==> config.mk <==
export PLATFORM = sky130hd
export DESIGN_NAME = chr_bank_gen
export DESIGN_NICKNAME = d
export VERILOG_FILES = /design/src/rtl/chr_bank_pkg.sv /design/src/rtl/chr_bank_ctrl.sv /design/src/rtl/chr_bank_datapath.sv /design/src/rtl/chr_bank_gen.sv
export SDC_FILE = /design/constraint.sdc
export NUM_CORES = 1
export LEC_CHECK = 0
export BUFFER_PORTS_ARGS = -buffer_cell sky130_fd_sc_hd__buf_2
export CORE_ASPECT_RATIO = 1.1
export CORE_MARGIN = 1.5
export CORE_UTILIZATION = 49
export DETAILED_ROUTE_END_ITERATION = 10
export HOLD_SLACK_MARGIN = 0.1
export PLACE_DENSITY = 0.64
export SYNTH_ARGS = -nofsm -noshare
export SYNTH_HDL_FRONTEND = slang
export SYNTH_SLANG_ARGS = --single-unit
==> constraint.sdc <==
create_clock -name clk -period 2.6 [get_ports clk]
set_clock_uncertainty 0.2 [all_clocks]
set_input_delay 0.39 -clock clk [delete_from_list [all_inputs] [get_ports clk]]
set_output_delay 0.39 -clock clk [all_outputs]
set_load 0.02 [all_outputs]
==> src/rtl/chr_bank_pkg.sv <==
package chr_bank_pkg;
  localparam int REG_OFS_W   = 6;
  localparam int NUM_BANKS   = 12;
  localparam int SET_A_COUNT = 8;
  localparam int BANK_SEL_W  = $clog2(NUM_BANKS);

  localparam logic [REG_OFS_W-1:0] MODE_OFS  = 6'h01;
  localparam logic [REG_OFS_W-1:0] BANK_BASE = 6'h20;
  localparam logic [REG_OFS_W-1:0] UPPER_OFS = 6'h30;

  typedef enum logic [1:0] {
    CHR_8K = 2'd0,
    CHR_4K = 2'd1,
    CHR_2K = 2'd2,
    CHR_1K = 2'd3
  } chrMode_t;

  typedef struct packed {
    logic                  bankWe;
    logic [BANK_SEL_W-1:0] bankSel;
    logic                  modeWe;
    logic                  upperWe;
  } chrStrobes_t;
endpackage

==> src/rtl/chr_bank_ctrl.sv <==
module chr_bank_ctrl
  import chr_bank_pkg::*;
(
  input  logic                 clk,
  input  logic                 rst,
  input  logic                 wrEn,
  input  logic [REG_OFS_W-1:0] wrAddr,
  output chrStrobes_t          strobes,
  output logic                 lastSetB,
  output logic                 ovrClear
);
  logic [REG_OFS_W-1:0] relOfs;
  logic                 inBankWindow;

  assign relOfs       = wrAddr - BANK_BASE;
  assign inBankWindow = (wrAddr >= BANK_BASE) &&
                        (wrAddr < BANK_BASE + REG_OFS_W'(NUM_BANKS));

  always_comb begin
    strobes = '0;
    if (wrEn) begin
      if (wrAddr == MODE_OFS) begin
        strobes.modeWe = 1'b1;
      end else if (wrAddr == UPPER_OFS) begin
        strobes.upperWe = 1'b1;
      end else if (inBankWindow) begin
        strobes.bankWe  = 1'b1;
        strobes.bankSel = relOfs[BANK_SEL_W-1:0];
      end
    end
  end

  always_ff @(posedge clk) begin
    if (rst) begin
      lastSetB <= 1'b0;
      ovrClear <= 1'b0;
    end else begin
      ovrClear <= strobes.bankWe | strobes.modeWe | strobes.upperWe;
      if (strobes.bankWe) begin
        lastSetB <= (strobes.bankSel >= BANK_SEL_W'(SET_A_COUNT));
      end
    end
  end
endmodule

==> src/rtl/chr_bank_datapath.sv <==
module chr_bank_datapath
  import chr_bank_pkg::*;
#(
  parameter int DATA_W     = 8,
  parameter int UPPER_W    = 2,
  parameter int PAT_W      = 13,
  parameter int CHR_ADDR_W = 18
) (
  input  logic                  clk,
  input  logic                  rst,
  input  chrStrobes_t           strobes,
  input  logic [DATA_W-1:0]     wrData,
  input  logic [PAT_W-1:0]      patAddr,
  input  logic                  setB,
  output logic [CHR_ADDR_W-1:0] chrAddr
);
  localparam int BANK_W  = DATA_W + UPPER_W;
  localparam int WIDE_8K = DATA_W + 13;
  localparam int WIDE_2K = BANK_W + 11;
  localparam int FULL_W  = (WIDE_8K > WIDE_2K) ? WIDE_8K : WIDE_2K;

  logic [BANK_W-1:0]     bankReg [NUM_BANKS];
  chrMode_t              mode;
  logic [UPPER_W-1:0]    upper;
  logic [BANK_SEL_W-1:0] slot;
  logic [BANK_SEL_W-1:0] pickIdx;
  logic [BANK_W-1:0]     pickBank;
  logic [FULL_W-1:0]     fullAddr;

  for (genvar gi = 0; gi < NUM_BANKS; gi++) begin : g_bank
    always_ff @(posedge clk) begin
      if (rst) begin
        bankReg[gi] <= '0;
      end else if (strobes.bankWe && strobes.bankSel == BANK_SEL_W'(gi)) begin
        bankReg[gi] <= {upper, wrData};
      end
    end
  end

  always_ff @(posedge clk) begin
    if (rst) begin
      mode  <= CHR_8K;
      upper <= '0;
    end else begin
      if (strobes.modeWe)  mode  <= chrMode_t'(wrData[1:0]);
      if (strobes.upperWe) upper <= wrData[UPPER_W-1:0];
    end
  end

  assign slot = setB ? {2'b10, patAddr[11:10]} : {1'b0, patAddr[12:10]};

  always_comb begin
    unique case (mode)
      CHR_8K:  pickIdx = setB ? BANK_SEL_W'(11) : BANK_SEL_W'(7);
      CHR_4K:  pickIdx = slot | BANK_SEL_W'(3);
      CHR_2K:  pickIdx = slot | BANK_SEL_W'(1);
      default: pickIdx = slot;
    endcase
  end

  assign pickBank = bankReg[pickIdx];

  always_comb begin
    unique case (mode)
      CHR_8K:  fullAddr = FULL_W'({pickBank[DATA_W-1:0], patAddr[12:0]});
      CHR_4K:  fullAddr = FULL_W'({pickBank[DATA_W-1:0], patAddr[11:0]});
      CHR_2K:  fullAddr = FULL_W'({pickBank, patAddr[10:0]});
      default: fullAddr = FULL_W'({pickBank, patAddr[9:0]});
    endcase
  end

  assign chrAddr = fullAddr[CHR_ADDR_W-1:0];
endmodule

==> src/rtl/chr_bank_gen.sv <==
module chr_bank_gen
  import chr_bank_pkg::*;
#(
  parameter int DATA_W     = 8,
  parameter int UPPER_W    = 2,
  parameter int PAT_W      = 13,
  parameter int CHR_ADDR_W = 18
) (
  input  logic                  clk,
  input  logic                  rst,
  input  logic                  wrEn,
  input  logic [REG_OFS_W-1:0]  wrAddr,
  input  logic [DATA_W-1:0]     wrData,
  input  logic [PAT_W-1:0]      patAddr,
  input  logic                  setB,
  output logic [CHR_ADDR_W-1:0] chrAddr,
  output logic                  lastSetB,
  output logic                  ovrClear
);
  chrStrobes_t strobes;

  chr_bank_ctrl u_ctrl (
    .clk(clk), .rst(rst), .wrEn(wrEn), .wrAddr(wrAddr),
    .strobes(strobes), .lastSetB(lastSetB), .ovrClear(ovrClear)
  );

  chr_bank_datapath #(
    .DATA_W(DATA_W), .UPPER_W(UPPER_W), .PAT_W(PAT_W), .CHR_ADDR_W(CHR_ADDR_W)
  ) u_dp (
    .clk(clk), .rst(rst), .strobes(strobes), .wrData(wrData),
    .patAddr(patAddr), .setB(setB), .chrAddr(chrAddr)
  );
endmodule

==> insert_results.sql <==
INSERT INTO impl_metrics (metric_group, metric, value, unit) VALUES
('finish', 'layout.cell_area.non_filler', '6110', 'sq um'),
('worst_setup_path', 'timing.critical_path.required', '2.01', 'ns'),
('detailed_routing', 'route.detailed.wl_per_inst', '19.5', 'um'),
('finish', 'fill_cells', '839', ''),
('global_routing', 'overflow', '0', ''),
('worst_hold_path', 'worstHoldPathType', 'in2reg', ''),
('global_routing', 'antenna_found_initial', '0', ''),
('global_routing', 'track_usage', '23.6', '%'),
('timing', 'final.setup.worst_slack', '-0.272', 'ns'),
('timing', 'maxClockFrequency', '0.348', 'GHz'),
('worst_hold_path', 'worst_hold_path.endpoint', 'u_ctrl.ovrClear$_SDFF_PP0_', ''),
('clocking', 'clk_path_buf_depth', '2', ''),
('yosys', 'xor_xnor_share_of_the_synthesized_area', '0', '%'),
('detailed_routing', 'wirelength', '12.6', 'mm'),
('detailed_routing', 'drcViolationCount', '0', ''),
('finish', 'layout_common_cells', 'and2_1, edfxtp_1, nand2_1, buf_4, buf_2', ''),
('timing', 'rsz0062_at_grt', 'true', ''),
('finish', 'layout-area-overhead-vs-synth', '19.0', '%'),
('timing', 'worst-slew-pin-transition', '0.534', 'ns'),
('yosys', 'synth-adder-area-share', '0', '%'),
('finish', 'mostFrequentLayoutCell', 'and2_1', ''),
('finish', 'final-seq-area', '2970', 'sq um'),
('detailed_routing', 'dr_total_vias', '3526', ''),
('yosys', 'number_of_register_bits_inferred_by_synthesis', '100', ''),
('yosys', 'yosys_warnings', '0', ''),
('die', 'placeableCoreArea', '10300', 'sq um'),
('yosys', 'synth.yosys.seq_area_share', '57.6', '%'),
('worst_setup_path', 'timing_worst_setup_path_type', 'reg2out', ''),
('worst_hold_path', 'hold_path_startpoint', 'wrAddr[1]', ''),
('yosys', 'syn_area', '5140', 'sq um'),
('clocking', 'cts.root.buffer_cell', 'clkbuf_16', ''),
('yosys', 'synthMuxAreaShare', '6.74', '%'),
('finish', 'multi_input_comb_area', '2040', 'sq um'),
('detailed_routing', 'routed_vias_inst', '5.49', ''),
('status', 'outcome', 'finished, violations left', ''),
('clocking', 'clock_sinks', '100', ''),
('clocking', 'cts.hold.buffers_added', '0', ''),
('finish', 'insertedDiodeCount', '0', ''),
('timing', 'fin_worst_hold_slack', '0.173', 'ns'),
('placed_design', 'place_area', '5600', 'sq um'),
('global_routing', 'grt_pass1_vias', '3407', ''),
('status', 'failed_checks', 'setup timing', ''),
('detailed_routing', 'postRouteAntennaNets', '0', ''),
('global_routing', 'grt_max_degree', '26', ''),
('clocking', 'tritoncts', 'done', ''),
('timing', 'layout_min_cycle_time', '2.87', 'ns'),
('timing', 'timing.slew.headroom', '64.3', '%'),
('worst_setup_path', 'regToRegSetupSlack', '1.60', 'ns'),
('global_routing', 'grt_pass1_wl', '19.1', 'mm'),
('power_and_ir_drop', 'ir_worst_vdd', '449', 'uV'),
('yosys', 'synth_cells', '438', ''),
('timing', 'final.period_utilization', '110', '%'),
('yosys', 'synth_compound_gate_area_share', '8.15', '%'),
('placed_design', 'io_buffers', '30', ''),
('power_and_ir_drop', 'pwr_density_cell', '548', 'nW/um^2'),
('timing', 'timing.final.hold_violations', '0', ''),
('finish', 'layout-drive-gt1-share', '27.5', '%'),
('timing', 'maxSlewViolCount', '0', ''),
('clocking', 'clk_transition_reported_paths', '0.07', 'ns'),
('worst_hold_path', 'hold_path_depth', '3', ''),
('worst_setup_path', 'peak_fanout_along_the_critical_path', '9', ''),
('clocking', 'clk-insertion-delay-late', '0.34', 'ns'),
('clocking', 'clock_tree.htree_level_count', '3', ''),
('detailed_routing', 'first_pass_iters', '5', ''),
('timing', 'finalSetupViolations', '8', ''),
('worst_setup_path', 'worst_ep_arrival_time', '2.28', 'ns'),
('worst_setup_path', 'worst_r2r_path_depth', '3', ''),
('worst_setup_path', 'startpoint_of_the_lowest_slack_register_to_register_path', 'u_dp.mode[1]$_SDFFE_PP0P_', ''),
('worst_setup_path', 'endpoint_kind', 'output port', ''),
('power_and_ir_drop', 'static-leakage-power', '2.36', 'nW'),
('worst_setup_path', 'critPathLaunchType', 'register', '');
## worst max path at each step
stage | slack (ns) | end | cells after the start
after floorplan | 0.16 | chrAddr[10] | 8
final | -0.27 | chrAddr[13] | 8
after global routing | -0.34 | chrAddr[11] | 9
after global placement | -0.07 | chrAddr[11] | 10
after detailed placement | -0.1 | chrAddr[11] | 10
after CTS | -0.28 | chrAddr[11] | 9
## cells in the mapped netlist (all sizes together)
cell type | count | area, sq um
a2111oi | 1 | 27.5
a211oi | 1 | 12.5
a21o | 1 | 7.51
a21oi | 10 | 53.8
a22o | 1 | 8.76
a22oi | 2 | 15.0
a311oi | 2 | 17.5
a31oi | 1 | 6.26
a32oi | 7 | 61.3
and2 | 98 | 613
and3b | 1 | 8.76
buf | 23 | 175
clkbuf | 15 | 56.3
dfxtp | 4 | 80.1
edfxtp | 96 | 2880
inv | 4 | 15.0
mux2 | 8 | 93.8
mux2i | 23 | 230
mux4 | 1 | 22.5
nand2 | 50 | 188
nand2b | 4 | 32.5
nand3 | 22 | 110
nand3b | 2 | 15.0
nand4 | 5 | 31.3
nand4b | 2 | 17.5
nor2 | 11 | 41.3
nor2b | 3 | 18.8
nor3 | 9 | 60.1
o2111ai | 4 | 41.3
o211a | 1 | 10.0
o211ai | 1 | 7.51
o21a | 1 | 7.51
o21ai | 5 | 25.0
o21ba | 1 | 10.0
o21bai | 12 | 90.1
o221ai | 2 | 17.5
or2 | 2 | 12.5
or3 | 1 | 6.26
or4b | 1 | 10.0
## repair_timing
action / in CTS / in global routing
pin swaps: 10 / 13
setup endpoints to repair: 8 / 8
setup buffers: 6 / 2
gates resized for setup: 38 / 15
## critical path: stages, from the launching register on
cell and delay (ns):
dfxtp_4 0.37, buf_6 0.15, o21ba_2 0.26, a311oi_2 0.25, o221ai_1 0.18, nand4_1 0.19, mux2i_1 0.13, mux2_4 0.29
buf_6 0.13
## area by class of cell
type                       count  share of cell area (%)
clock inverter                 7                   0.716
sequential                   100                    48.6
tap                          143                    2.93
clock buffer                   9                    3.68
multi-input combinational    296                    33.3
timing repair buffer          83                    10.5
inverter                       4                   0.286
## through the flow
stage,TNS (ns),total power [mW],std cells,util (%),worst slack (ns)
after floorplan,0,2.04,438,-,0.156
after global placement,-0.308,2.14,619,54.4,-0.0737
after detailed placement,-0.418,2.14,619,54.4,-0.0993
after CTS,-1.95,3.36,640,58.7,-0.285
after global routing,-2.43,3.44,642,59.4,-0.339
final,-1.81,3.35,642,59.4,-0.272
## power by group
part	leakage, nW	internal (mW)	switching (mW)
Combinational	1.28	0.105	0.160
Sequential	0.946	1.84	0.0326
Clock	0.133	0.643	0.572
Total	2.36	2.58	0.764
## logic make-up (layout without fill, tap and decap cells)
group | after synthesis | count (layout)
buffers and inverters | 42 | 103
AO/OA/AOI/OAI | 53 | 53
flip-flops | 100 | 100
AND/OR/NAND/NOR | 211 | 211
multiplexers | 32 | 32
## metal layers
metal	share of wire [%]	global-route usage [%]
met5	0	0
met4	2.7	9.95
met3	5.7	4.18
met2	46	35.1
met1	46	34.2
## registers in the layout, summed over array words and instances (netlist names)
signal / flops
u_ctrl.lastSetB: 1
u_ctrl.ovrClear: 1
u_dp.bankReg: 96
u_dp.mode: 2
Note: power is estimated with default switching activity, not from simulation.
